**src/rtl/hio_pkg.sv**
```systemverilog
package hio_pkg;

    localparam int IO_AW = 16;

    typedef enum logic [1:0] {
        LEN_B1  = 2'd0,
        LEN_B2  = 2'd1,
        LEN_B4  = 2'd2,
        LEN_B4X = 2'd3
    } io_len_e;

    typedef struct packed {
        logic intl;
        logic agp;
        logic pci;
    } dst_t;

    typedef struct packed {
        logic [IO_AW-1:0] addr;
        io_len_e          len;
        logic             wr;
    } io_req_t;

    function automatic logic is_quad(input io_len_e len);
        return len[1];
    endfunction

    // carry into bit 16 when the last byte lands beyond FFFFh
    function automatic logic wrap_carry(input logic [IO_AW-1:0] addr, input io_len_e len);
        logic [IO_AW:0] last;
        logic [2:0]     span;
        span = is_quad(len) ? 3'd3 : (len == LEN_B2 ? 3'd1 : 3'd0);
        last = {1'b0, addr} + {{(IO_AW-2){1'b0}}, span};
        return last[IO_AW];
    endfunction

    function automatic dst_t pick_dst(input logic local_hit, input logic agp_hit);
        dst_t d;
        d = '0;
        if (local_hit)    d.intl = 1'b1;
        else if (agp_hit) d.agp  = 1'b1;
        else              d.pci  = 1'b1;
        return d;
    endfunction

endpackage

```
**src/rtl/hio_win_regs.sv**
```systemverilog
module hio_win_regs
    import hio_pkg::*;
#(
    parameter int AW = IO_AW
) (
    input  logic          clk,
    input  logic          rst,
    input  logic          win_we,
    input  logic          win_sel,
    input  logic [AW-1:0] win_data,
    input  logic [AW-1:0] chk_addr,
    output logic          agp_hit
);

    logic [AW-1:0] base_q;
    logic [AW-1:0] limit_q;
    logic          win_open;

    always_ff @(posedge clk) begin
        if (rst) begin
            base_q  <= '1;
            limit_q <= '0;
        end else if (win_we) begin
            if (win_sel) limit_q <= win_data;
            else         base_q  <= win_data;
        end
    end

    assign win_open = (base_q <= limit_q);
    assign agp_hit  = win_open && (chk_addr >= base_q) && (chk_addr <= limit_q);

    AST_WIN_CLOSED: assert property (@(posedge clk) disable iff (rst)
        (base_q > limit_q) |-> !agp_hit);

    AST_WIN_RESET: assert property (@(posedge clk)
        $fell(rst) |-> (base_q > limit_q));

endmodule

```
**src/rtl/hio_local_regs.sv**
```systemverilog
module hio_local_regs
    import hio_pkg::*;
#(
    parameter int          AW       = IO_AW,
    parameter logic [15:0] CFG_ADDR = 16'h0CF8,
    parameter logic [15:0] CFG_DATA = 16'h0CFC,
    parameter logic [15:0] PM_ADDR  = 16'h0022
) (
    input  logic    clk,
    input  logic    rst,
    input  logic    acc,
    input  io_req_t req,
    input  logic    wd_b31,
    output logic    local_hit
);

    logic cfg_en_q;
    logic hit_cfg_addr;
    logic hit_cfg_data;
    logic hit_pm;

    assign hit_cfg_addr = (req.addr == CFG_ADDR[AW-1:0]) && is_quad(req.len);
    assign hit_cfg_data = (req.addr[AW-1:2] == CFG_DATA[AW-1:2]) && cfg_en_q;
    assign hit_pm       = (req.addr == PM_ADDR[AW-1:0]) && (req.len == LEN_B1);
    assign local_hit    = hit_cfg_addr || hit_cfg_data || hit_pm;

    always_ff @(posedge clk) begin
        if (rst)                           cfg_en_q <= 1'b0;
        else if (acc && req.wr && hit_cfg_addr) cfg_en_q <= wd_b31;
    end

    AST_CFG_EN_HOLD: assert property (@(posedge clk) disable iff (rst)
        !(acc && req.wr && hit_cfg_addr) |=> $stable(cfg_en_q));

    AST_CFG_DATA_GATE: assert property (@(posedge clk) disable iff (rst)
        (!cfg_en_q && req.addr[AW-1:2] == CFG_DATA[AW-1:2]) |-> !hit_cfg_data);

endmodule

```
**src/rtl/hio_np_ctrl.sv**
```systemverilog
module hio_np_ctrl (
    input  logic clk,
    input  logic rst,
    input  logic acc,
    input  logic np_write,
    input  logic dn_done,
    output logic rdy
);

    logic pend_q;

    always_ff @(posedge clk) begin
        if (rst)                 pend_q <= 1'b0;
        else if (acc && np_write) pend_q <= 1'b1;
        else if (dn_done)        pend_q <= 1'b0;
    end

    assign rdy = !pend_q;

    AST_NP_BLOCK: assert property (@(posedge clk) disable iff (rst)
        (acc && np_write) |=> !rdy);

    AST_NP_RELEASE: assert property (@(posedge clk) disable iff (rst)
        (!rdy && dn_done) |=> rdy);

endmodule

```
**src/rtl/hio_route_top.sv**
```systemverilog
module hio_route_top
    import hio_pkg::*;
#(
    parameter int          AW       = IO_AW,
    parameter logic [15:0] CFG_ADDR = 16'h0CF8,
    parameter logic [15:0] CFG_DATA = 16'h0CFC,
    parameter logic [15:0] PM_ADDR  = 16'h0022,
    parameter logic [15:0] IDE_LO   = 16'h01F0,
    parameter logic [15:0] IDE_HI   = 16'h01F7
) (
    input  logic          clk,
    input  logic          rst,
    input  logic          req_vld,
    input  logic [AW-1:0] req_addr,
    input  logic [1:0]    req_len,
    input  logic          req_wr,
    input  logic          req_wdata_b31,
    output logic          req_rdy,
    input  logic          win_we,
    input  logic          win_sel,
    input  logic [AW-1:0] win_data,
    input  logic          dn_done,
    output logic          dst_vld,
    output logic [2:0]    dst_sel,
    output logic [AW-1:0] dst_addr,
    output logic          dst_a16,
    output logic [1:0]    dst_len,
    output logic          dst_wr,
    output logic          dst_nonpost
);

    io_req_t req;
    logic    acc;
    logic    local_hit;
    logic    agp_hit;
    logic    ide_hit;
    logic    np_write;
    dst_t    dst_d;

    dst_t          dst_q;
    logic          vld_q;
    logic [AW-1:0] addr_q;
    logic          a16_q;
    io_len_e       len_q;
    logic          wr_q;
    logic          np_q;

    assign req.addr = req_addr;
    assign req.len  = io_len_e'(req_len);
    assign req.wr   = req_wr;

    assign acc      = req_vld && req_rdy;
    assign ide_hit  = (req_addr >= IDE_LO[AW-1:0]) && (req_addr <= IDE_HI[AW-1:0]);
    assign np_write = req_wr && ide_hit;
    assign dst_d    = pick_dst(local_hit, agp_hit);

    hio_win_regs #(.AW(AW)) u_win (
        .clk      (clk),
        .rst      (rst),
        .win_we   (win_we),
        .win_sel  (win_sel),
        .win_data (win_data),
        .chk_addr (req_addr),
        .agp_hit  (agp_hit)
    );

    hio_local_regs #(
        .AW       (AW),
        .CFG_ADDR (CFG_ADDR),
        .CFG_DATA (CFG_DATA),
        .PM_ADDR  (PM_ADDR)
    ) u_loc (
        .clk       (clk),
        .rst       (rst),
        .acc       (acc),
        .req       (req),
        .wd_b31    (req_wdata_b31),
        .local_hit (local_hit)
    );

    hio_np_ctrl u_np (
        .clk      (clk),
        .rst      (rst),
        .acc      (acc),
        .np_write (np_write),
        .dn_done  (dn_done),
        .rdy      (req_rdy)
    );

    always_ff @(posedge clk) begin
        if (rst) begin
            vld_q  <= 1'b0;
            dst_q  <= '0;
            addr_q <= '0;
            a16_q  <= 1'b0;
            len_q  <= LEN_B1;
            wr_q   <= 1'b0;
            np_q   <= 1'b0;
        end else begin
            vld_q <= acc;
            if (acc) begin
                dst_q  <= dst_d;
                addr_q <= req.addr;
                a16_q  <= wrap_carry(req.addr, req.len);
                len_q  <= req.len;
                wr_q   <= req.wr;
                np_q   <= np_write;
            end
        end
    end

    assign dst_vld     = vld_q;
    assign dst_sel     = vld_q ? dst_q : 3'b000;
    assign dst_addr    = addr_q;
    assign dst_a16     = vld_q && a16_q;
    assign dst_len     = len_q;
    assign dst_wr      = wr_q;
    assign dst_nonpost = vld_q && np_q;

    AST_DST_ONEHOT: assert property (@(posedge clk) disable iff (rst)
        dst_vld |-> ($countones(dst_sel) == 1));

    AST_ADDR_PASS: assert property (@(posedge clk) disable iff (rst)
        dst_vld |-> (dst_addr == $past(req_addr)));

    AST_A16_TOP: assert property (@(posedge clk) disable iff (rst)
        dst_a16 |-> (dst_addr >= 16'hFFFD));

    AST_BLOCKED_REQ: assert property (@(posedge clk) disable iff (rst)
        !req_rdy |=> !dst_vld);

    AST_NP_IS_WRITE: assert property (@(posedge clk) disable iff (rst)
        dst_nonpost |-> dst_wr);

endmodule

```
**config.mk**
```make
export PLATFORM = sky130hd
export DESIGN_NAME = hio_route_top
export DESIGN_NICKNAME = d
export VERILOG_FILES = /design/src/rtl/hio_pkg.sv /design/src/rtl/hio_win_regs.sv /design/src/rtl/hio_local_regs.sv /design/src/rtl/hio_np_ctrl.sv /design/src/rtl/hio_route_top.sv
export SDC_FILE = /design/constraint.sdc
export NUM_CORES = 1
export LEC_CHECK = 0
export BUFFER_PORTS_ARGS = -buffer_cell sky130_fd_sc_hd__buf_2
export CORE_MARGIN = 2
export CORE_UTILIZATION = 55
export DETAILED_ROUTE_END_ITERATION = 10
export PLACE_DENSITY = 0.89
export SYNTH_ARGS = -nofsm -noshare
export SYNTH_HDL_FRONTEND = slang
export SYNTH_HIERARCHICAL = 1
export SYNTH_SLANG_ARGS = --single-unit
```
**constraint.sdc**
```tcl
create_clock -name clk -period 2.5 [get_ports clk]
set_clock_uncertainty 0.15 [all_clocks]
set_input_delay 0.125 -clock clk [delete_from_list [all_inputs] [get_ports clk]]
set_output_delay 0.125 -clock clk [all_outputs]
set_load 0.05 [all_outputs]
```
==> results of run 1 <==
[metrics by stage]
| stage | TNS, ps | util (%) |
|---|---|---|
| after global placement | 0 | 64.0 |
| after CTS | 0 | 72.7 |
| after floorplan | 0 | - |
| after global routing | -19.2 | 74.0 |
| final | 0 | 74.0 |
| after detailed placement | 0 | 64.0 |
[cell type report]
class | instances | share of cell area (%)
multi-input combinational | 310 | 47.7
timing repair buffer | 107 | 16.8
clock inverter | 3 | 0.339
tap | 75 | 2.12
clock buffer | 12 | 3.27
inverter | 36 | 3.05
sequential | 59 | 26.7
[worst max-delay path, delay by kind of cell]
family,cells,cell delay [ps]
compound gates,7,1010
fa+ha+maj,1,320
buf+inv,2,710
simple gates,1,390
[per-layer routing]
metal / routed length [um] / up-vias / track usage, %
met5: 0 / - / 0
met4: 168 / 0 / 9.24
met3: 756 / 22 / 7.16
met2: 4550 / 164 / 44.2
met1: 3980 / 1567 / 33.9
li1: - / 1674 / -
[timing repair]
action | in CTS | in global routing
endpoints found under the setup margin | 0 | 2
hold buffers | 36 | 0
gates resized for setup | 0 | 15
hold endpoints to repair | 54 | 0
setup buffers | 0 | 0
[path summary, 6_finish.rpt]
| path | end | startpoint | slack, ps | cells after the start |
|---|---|---|---|---|
| worst min register to register | dst_addr[3] | dst_addr[3] | 300 | 2 |
| worst min-delay path | u_loc/cfg_en_q | req_wdata_b31 | 20 | 3 |
| worst max register to register | dst_q[0] | u_win/limit_q[9] | 150 | 9 |
| worst max-delay path | dst_q[0] | req_addr[5] | 70 | 11 |
[cells in the mapped netlist, types with 5 or more instances]
master / number
nor2_1: 27
a211o_1: 17
nand4_1: 12
a21oi_1: 56
a21o_1: 10
and2_1: 6
ha_1: 49
dfxtp_1: 59
clkbuf_1: 12
buf_2: 5
inv_1: 35
nand2_1: 84
nand3_1: 9
[kinds of logic after synthesis]
kind of cell / count (synthesis)
fa+ha+maj: 49
buf+inv: 53
compound gates: 102
flops: 59
simple gates: 159
[power by group]
group | internal [mW] | switching [mW] | leakage, nW
Clock | 0.376 | 0.356 | 0.0860
Combinational | 0.216 | 0.317 | 1.51
Sequential | 0.989 | 0.0268 | 0.486
Total | 1.58 | 0.700 | 2.08
[registers in the layout, indices dropped and copies added (netlist names)]
name	flops
dst_len	2
dst_wr	1
np_q	1
dst_q	3
u_win/limit_q	16
u_loc/cfg_en_q	1
u_np/pend_q	1
u_win/base_q	16
dst_addr	16
dst_vld	1
a16_q	1
==> flow_metrics.env, run 1 <==
export IMPL_critPathCaptureType="flip-flop"
export IMPL_timing_fmax_mhz=411
export IMPL_seq_area_sq_um=1180
export IMPL_start_kind="input port"
export IMPL_p_leak_nw=2.08
export IMPL_clockRootBuffer="clkbuf_8"
export IMPL_wirelength_mm=9.45
export IMPL_via_per_inst=5.69
export IMPL_htree_num_levels=3
export IMPL_synth_cells=422
export IMPL_routedWlPerCell_um=15.7
export IMPL_slew_headroom_pct=57.9
export IMPL_clk_pin_slew_ps=60
export IMPL_timing_final_ws_setup_ps=66.2
export IMPL_worstPathRequired_ps=2640
export IMPL_fin_crit_sh_pct=97.4
export IMPL_synth_xor_xnor_area_share_pct=0
export IMPL_fillCellCount=440
export IMPL_peakVddDrop_v=0.000416
export IMPL_p_per_area_nw_per_um2=514
export IMPL_setup_viol=0
export IMPL_design_area_sq_um=4440
export IMPL_yosysUniqueCellTypes=43
export IMPL_layout_min_cycle_time_ps=2430
export IMPL_synth_area_leader_cell="dfxtp_1"
export IMPL_holdWs_ps=21.5
export IMPL_netlist_area_sq_um=3430
export IMPL_fp_dieH_um=83.0
export IMPL_timing_hold_violations_final=0
export IMPL_post_route_drc_count=0
export IMPL_die_area_sq_um=6890
export IMPL_ant_nets=0
export IMPL_finalNonFillerCells=602
export IMPL_synth_edf_count=0
export IMPL_yosysTopAreaCellShare_pct=34.4
export IMPL_p_total_mw=2.28
export IMPL_ys_async_sr_fraction_pct=0
export IMPL_layout_common_cells="nand2_1 (84), buf_2 (65), dfxtp_1 (58)"
export IMPL_cts_tree="yes"
export IMPL_overflow=0
export IMPL_postPlaceCellArea_sq_um=3840
export IMPL_layout_nets=614
export IMPL_worst_pin_slew_ps=630
export IMPL_maxCapViolCount=0
export IMPL_multi_input_area_sq_um=2120
export IMPL_cp_slowest_stage_delay_ps=540
export IMPL_grtUsageTotal_pct=26.8
export IMPL_place_inst=551
export IMPL_synth_fa_ha_area_share_pct=17.9
export IMPL_synthTopCellsByArea="dfxtp_1 (34%), ha_1 (18%), nand2_1 (9.2%), a21oi_1 (8.2%), a211o_1 (4.3%)"
export IMPL_portBuffers=67
export IMPL_drtPass1Iterations=5
export IMPL_drt_iter0_markers=293
export IMPL_yosys_warnings=6
export IMPL_crit_type="in2reg"
export IMPL_rows=28
export IMPL_path_max_fanout=6
export IMPL_synth_simple_gate_area_share_pct=21.8
export IMPL_synthFlopType="dfxtp_1"
export IMPL_synth_compound_area_share_pct=19.9
export IMPL_clk_path_buf_depth=2
export IMPL_cts_buffers=9
export IMPL_cts_num_sinks=59
export IMPL_critical_path_arrival_ps=2570
export IMPL_synth_seq_area_share_pct=34.4
export IMPL_grt_pass1_wl_mm=15.1
export IMPL_die_x_um=83.0
export IMPL_vias=3427
export IMPL_clkLatencyLatePin_ps=350
export IMPL_status="finished clean"
export IMPL_ios=68
export IMPL_diodes=0
export IMPL_muxShareOfSynthArea_pct=0
export IMPL_routabilityCongestion=0.988
export IMPL_pre_cts_slack_ps=110
export IMPL_core_area_sq_um=5990
export IMPL_hpwl_mm=6.53
export IMPL_syn_to_final_growth_pct=29.2
export IMPL_grt_max_degree=35
export IMPL_avgSynthCellArea_sq_um=8.13
export IMPL_path_cells="dlygate4sd3_1, buf_2, ha_1, a21o_1, a21o_1, a21oi_2, o31ai_2, a21oi_1, a211oi_2, or3_1, a21oi_2"
export IMPL_antenna_found_initial=0
export IMPL_layout_commonest_cell="nand2_1"
export IMPL_syn_num_nets=513
export IMPL_hp_class="in2reg"
export IMPL_grt_pass1_vias=3351
export IMPL_start_util_pct=57.3
export IMPL_drive_gt1_share_pct=20.5
export IMPL_yosys_register_bits=59
export IMPL_final_max_slew_viol_count=0
export IMPL_slowest_stage="dlygate4sd3_1"
export IMPL_synth_top_family_by_area="simple AND/OR/NAND/NOR gates"
Power figures use the tool's default switching activity.
==> run 2: changes to the inputs <==
--- a/config.mk
+++ b/config.mk
@@ -12,2 +12,3 @@
 export PLACE_DENSITY = 0.89
+export RECOVER_POWER = 100
 export SYNTH_ARGS = -nofsm -noshare
==> constraint.sdc (replaced) <==
create_clock -name clk -period 2.5 [get_ports clk]
set_clock_uncertainty 0.15 [all_clocks]
set_input_delay 0.25 -clock clk [delete_from_list [all_inputs] [get_ports clk]]
set_output_delay 0.25 -clock clk [all_outputs]
set_load 0.05 [all_outputs]
==> run 2 against run 1 <==
  * Final cell count down 2.8%
  * Highest routed layer unchanged
  * Critical endpoint unchanged
  * Critical path depth down 2
  * Non-clock buffer count down 18
  * Wire length down 5.9%
==> flow_metrics.env, run 2 (synthesis gave the netlist of run 1 again) <==
export IMPL_portBuffers=67
export IMPL_grtUsageTotal_pct=25.4
export IMPL_hold_depth=2
export IMPL_htree_num_levels=3
export IMPL_timing_fmax_mhz=410
export IMPL_grt_pass1_vias=3134
export IMPL_ant_nets=0
export IMPL_utilization_pct=70.4
export IMPL_syn_to_final_growth_pct=22.9
export IMPL_slowest_stage="a2111o_1"
export IMPL_routabilityCongestion=0.907
export IMPL_setup_viol=0
export IMPL_drt_iter0_markers=179
export IMPL_layout_commonest_cell="nand2_1"
export IMPL_die_x_um=83.0
export IMPL_fin_crit_sh_pct=97.6
export IMPL_clk_path_buf_depth=2
export IMPL_overflow=0
export IMPL_path_cells="inv_1, ha_1, a21oi_2, a21oi_2, a211o_1, a2111o_1, a211oi_2, or3_1, a21oi_1"
export IMPL_p_total_mw=2.61
export IMPL_reg2reg_depth=9
export IMPL_clkLatencyLatePin_ps=340
export IMPL_cts_buffers=9
export IMPL_rsz0062_at_grt="false"
export IMPL_p_per_area_nw_per_um2=619
export IMPL_ff2ff_setup_slack_ps=60
export IMPL_clk_pin_slew_ps=70
export IMPL_maxCapViolCount=0
export IMPL_worst_pin_slew_ps=1300
export IMPL_hpwl_mm=6.43
export IMPL_crit_top_cell="a21oi_2"
export IMPL_rows=28
export IMPL_postPlaceCellArea_sq_um=3850
export IMPL_start_kind="flip-flop"
export IMPL_vias=3286
export IMPL_critical_path_arrival_ps=2520
export IMPL_hp_start="win_data[5]"
export IMPL_holdWs_ps=11.6
export IMPL_slew_headroom_pct=13.5
export IMPL_cp_slowest_stage_delay_ps=420
export IMPL_drtPass1Iterations=5
export IMPL_min_to="u_win/base_q[5]"
export IMPL_diodes=0
export IMPL_path_max_fanout=3
export IMPL_core_area_sq_um=5990
export IMPL_reg2reg_from="u_win/limit_q[3]"
export IMPL_cts_num_sinks=59
export IMPL_routedWlPerCell_um=15.2
export IMPL_wirelength_mm=8.90
export IMPL_peakVddDrop_v=0.000456
export IMPL_worstPathRequired_ps=2580
export IMPL_r2r_end="dst_q[0]"
export IMPL_die_area_sq_um=6890
export IMPL_design_area_sq_um=4220
export IMPL_drive_gt1_share_pct=14.5
export IMPL_timing_hold_violations_final=0
export IMPL_grt_pass1_wl_mm=14.3
export IMPL_cts_tree="yes"
export IMPL_finalSetupTns_ps=0
export IMPL_final_max_slew_viol_count=0
export IMPL_critPathCaptureType="flip-flop"
export IMPL_layout_nets=596
export IMPL_p_leak_nw=1.92
export IMPL_crit_type="reg2reg"
export IMPL_status="finished clean"
export IMPL_fp_dieH_um=83.0
export IMPL_antenna_found_initial=0
export IMPL_clockRootBuffer="clkbuf_8"
export IMPL_hp_class="in2reg"
export IMPL_ios=68
export IMPL_post_route_drc_count=0
export IMPL_start_util_pct=57.3
export IMPL_grt_max_degree=33
export IMPL_cts_setup_buffers=0
export IMPL_via_per_inst=5.62
export IMPL_layout_common_cells="nand2_1 (85), dfxtp_1 (58), a21oi_1 (55)"
export IMPL_layout_min_cycle_time_ps=2440
## run 2: cell types whose count changed in the layout (fill, tap and decap cells not counted), sizes merged
cell / delta
clkbuf: +30
buf: -27
dlygate4sd3: -21
bufinv: +3
clkinv: -2
## run 2: worst max-delay path by stage
| stage | start | end | slack, ps | cells past startpoint |
|---|---|---|---|---|
| after floorplan | u_win/limit_q[1] | dst_q[0] | 220 | 10 |
| after global placement | req_addr[1] | dst_q[0] | 110 | 10 |
| after detailed placement | req_addr[1] | dst_q[0] | 50 | 10 |
| after CTS | u_win/limit_q[1] | dst_q[0] | 20 | 10 |
| after global routing | u_win/limit_q[3] | dst_q[0] | 1 | 9 |
| final | u_win/limit_q[3] | dst_q[0] | 60 | 9 |
## run 2: power by group
| part | switching [mW] | total, mW | internal (mW) |
|---|---|---|---|
| sequential | 0.0269 | 1.02 | 0.988 |
| clock | 0.378 | 1.12 | 0.742 |
| combinational | 0.298 | 0.478 | 0.180 |
## run 2: critical path: cells and delay by family, from the launching register on
| family | cells | cell delay, ps |
|---|---|---|
| DFF | 1 | 340 |
| buffers and inverters | 1 | 70 |
| AOI/OAI and AO/OA | 6 | 1280 |
| and+or+nand+nor | 1 | 160 |
| adders and majority gates | 1 | 340 |
## run 2: layout make-up
cell class                      instances  area (sq um)
Timing Repair Buffer                   89           498
Fill cell                             495          1770
Clock buffer                           12           165
Multi-Input combinational cell        310          2050
Sequential cell                        59          1180
Inverter                               36           135
Tap cell                               75          93.8
Clock inverter                          4          95.1
## run 2: routing by layer
| metal | global-route usage, % | routed length, um | vias up | part of all wire, % |
|---|---|---|---|---|
| met3 | 6.36 | 495 | 12 | 5.6 |
| met2 | 43.1 | 4300 | 115 | 48 |
| met1 | 31.3 | 3990 | 1521 | 45 |
| li1 | - | - | 1638 | - |
| met5 | 0 | 0 | - | 0 |
| met4 | 8.49 | 117 | 0 | 1.3 |
## run 2: per-stage QoR
stage / cells / worst slack (ps)
2_1_floorplan: 422 / 217
3_3_place_gp: 554 / 113
3_5_place_dp: 554 / 47.6
4_1_cts: 585 / 20.3
5_1_grt: 585 / 0.999
6_report: 585 / 58.8
## run 2: what timing repair did
item / in CTS / in global routing
endpoints found under the hold margin: 16 / 0
endpoints found under the setup margin: 0 / 2
hold buffers: 15 / 0
resized for setup: 0 / 6
==> run 3: changes to the inputs <==
- clock period: 2.5 -> 2.8 ns (I/O delays scaled with it)
==> run 3 against run 2 <==
  * Wire length shrank 2.5%
  * Fmax shrank 2.8%
  * First-iteration DRC count shrank 16%
  * Global-route usage grew 0.33 points
  * Register-to-register slack gained 230 ps
  * Critical path depth grew 1
  * Setup slack gained 230 ps
  * Sequential share of layout area grew 1.5 points
  * Combinational power shrank 14%
  * Die area is the same
  * Sequential cell count is the same
  * Clock power shrank 40%
  * Largest cell class unchanged
==> flow_metrics.env, run 3 (synthesis gave the netlist of run 1 again) <==
export IMPL_portBuffers=67
export IMPL_diodes=0
export IMPL_cp_top_family="compound AO/OA/AOI/OAI gates"
export IMPL_ios=68
export IMPL_r2r_end="dst_q[0]"
export IMPL_p_leak_nw=1.83
export IMPL_fin_crit_sh_pct=89.7
export IMPL_clk_path_buf_depth=2
export IMPL_combPwrFrac_pct=20.7
export IMPL_cts_setup_buffers=0
export IMPL_clockRootBuffer="clkbuf_8"
export IMPL_crit_type="reg2reg"
export IMPL_ant_nets=0
export IMPL_slew_headroom_pct=10.9
export IMPL_p_sw_mw=0.601
export IMPL_layout_commonest_cell="nand2_1"
export IMPL_hpwl_mm=6.49
export IMPL_cts_tree="yes"
export IMPL_crit_top_cell="a21oi_1"
export IMPL_timing_final_ws_setup_ps=287
export IMPL_routedWlPerCell_um=15.2
export IMPL_cp_num_buf_inv=1
export IMPL_fp_dieH_um=83.0
export IMPL_grt_max_degree=33
export IMPL_critical_path_arrival_ps=2570
export IMPL_routabilityCongestion=0.938
export IMPL_overflow=0
export IMPL_clkLatencyLatePin_ps=350
export IMPL_start_util_pct=57.3
export IMPL_clk_pin_slew_ps=60
export IMPL_start_kind="flip-flop"
export IMPL_via_per_inst=5.75
export IMPL_p_per_area_nw_per_um2=497
export IMPL_ff2ff_setup_slack_ps=290
export IMPL_layout_min_cycle_time_ps=2510
export IMPL_die_area_sq_um=6890
export IMPL_timing_hold_violations_final=0
export IMPL_htree_num_levels=3
export IMPL_post_route_drc_count=0
export IMPL_hp_start="win_data[2]"
export IMPL_status="finished clean"
export IMPL_worst_pin_slew_ps=1340
export IMPL_final_max_slew_viol_count=0
export IMPL_die_x_um=83.0
export IMPL_drt_iter0_markers=150
export IMPL_pwr_share_clk_pct=33.7
export IMPL_drtPass1Iterations=4
export IMPL_grt_pass1_wl_mm=14.5
export IMPL_grtUsageTotal_pct=25.7
export IMPL_maxCapViolCount=0
export IMPL_layout_common_cells="nand2_1 (85), dfxtp_1 (59), a21oi_1 (56)"
export IMPL_path_max_fanout=2
export IMPL_vias=3290
export IMPL_drive_gt1_share_pct=12.7
export IMPL_cts_num_sinks=59
export IMPL_peakVddDrop_v=0.000380
export IMPL_setup_viol=0
export IMPL_p_int_mw=1.38
export IMPL_reg2reg_from="u_win/limit_q[1]"
export IMPL_min_to="u_win/base_q[2]"
export IMPL_pre_cts_slack_ps=290
export IMPL_hp_class="in2reg"
export IMPL_cp_slowest_stage_delay_ps=400
export IMPL_core_area_sq_um=5990
export IMPL_hold_depth=2
export IMPL_slowest_stage="a2111o_1"
export IMPL_path_cells="inv_1, ha_1, nor2b_4, o211ai_2, a21oi_1, a211o_1, a2111o_1, a211oi_1, or3_1, a21oi_1"
export IMPL_layout_nets=585
export IMPL_finalSetupTns_ps=0
export IMPL_pwr_share_seq_pct=45.6
export IMPL_worstPathRequired_ps=2860
export IMPL_cts_buffers=9
export IMPL_rows=28
export IMPL_syn_to_final_growth_pct=16.4
export IMPL_wirelength_mm=8.67
export IMPL_critPathCaptureType="flip-flop"
export IMPL_reg2reg_depth=10
export IMPL_switching_share_pct=30.3
export IMPL_antenna_found_initial=0
export IMPL_timing_fmax_mhz=398
export IMPL_rsz0062_at_grt="false"
export IMPL_grt_pass1_vias=3297
-- run 3: cell count changes in the layout (fill, tap and decap cells not counted), moves of 2 or more --
cell,change
inv_2,-2
buf_2,+2
inv_1,+2
bufinv_16,-3
buf_4,-4
clkinv_2,+2
dlygate4sd3_1,-8
-- run 3: worst reg2reg max path, stage by stage, from the launching register on --
cell	delay, ps
dfxtp_1	330
inv_1	70
ha_1	290
nor2b_4	130
o211ai_2	120
a21oi_1	80
a211o_1	270
a2111o_1	400
a211oi_1	310
or3_1	160
a21oi_1	60
-- run 3: area by class of cell --
cell class                      instances  area (sq um)
Clock inverter                          3          15.0
Multi-Input combinational cell        310          2020
Timing Repair Buffer                   78           394
Sequential cell                        59          1180
Fill cell                             533          2000
Clock buffer                           11           151
Inverter                               36           135
Tap cell                               75          93.8
-- run 3: power by group through the flow --
| stage | logic [mW] | clock network (mW) | registers [mW] |
|---|---|---|---|
| detailed placement | 0.404 | 0 | 0.924 |
| CTS | 0.415 | 0.679 | 0.905 |
| global placement | 0.382 | 0 | 0.921 |
| finish | 0.411 | 0.669 | 0.906 |
| global route | 0.457 | 0.711 | 0.911 |
| floorplan | 0.217 | 0 | 0.973 |
-- run 3: worst max-delay path by stage --
stage	startpoint	endpoint	slack, ps	depth (start not counted)
6_report	u_win/limit_q[1]	dst_q[0]	290	10
5_1_grt	u_win/limit_q[11]	dst_q[0]	170	9
4_1_cts	u_win/limit_q[1]	dst_q[0]	350	10
3_5_place_dp	req_addr[1]	dst_q[0]	290	10
3_3_place_gp	req_addr[1]	dst_q[0]	340	10
2_1_floorplan	u_win/limit_q[1]	dst_q[0]	520	10
-- run 3: through the flow --
stage / cells / area (sq um) / total power [mW] / hold slack (ps) / utilization, %
floorplan: 422 / 3430 / 1.19 / 192 / -
global placement: 551 / 3820 / 1.30 / 290 / 63.8
detailed placement: 551 / 3820 / 1.33 / 295 / 63.8
CTS: 572 / 4060 / 2.00 / 3.96 / 67.8
global route: 572 / 3990 / 2.08 / 16.5 / 66.7
finish: 572 / 3990 / 1.99 / 10.8 / 66.7
-- run 3: metal layers --
layer	vias to the layer above	part of all wire, %	GRT usage (%)
li1	1615	-	-
met1	1526	44	31.4
met2	123	46	42.1
met3	26	5.8	4.47
met4	0	3.6	15.5
met5	-	0	0
-- run 3: timing repair --
item,CTS,global route
hold endpoints to repair,7,0
resized for setup,0,0
hold buffers,7,0
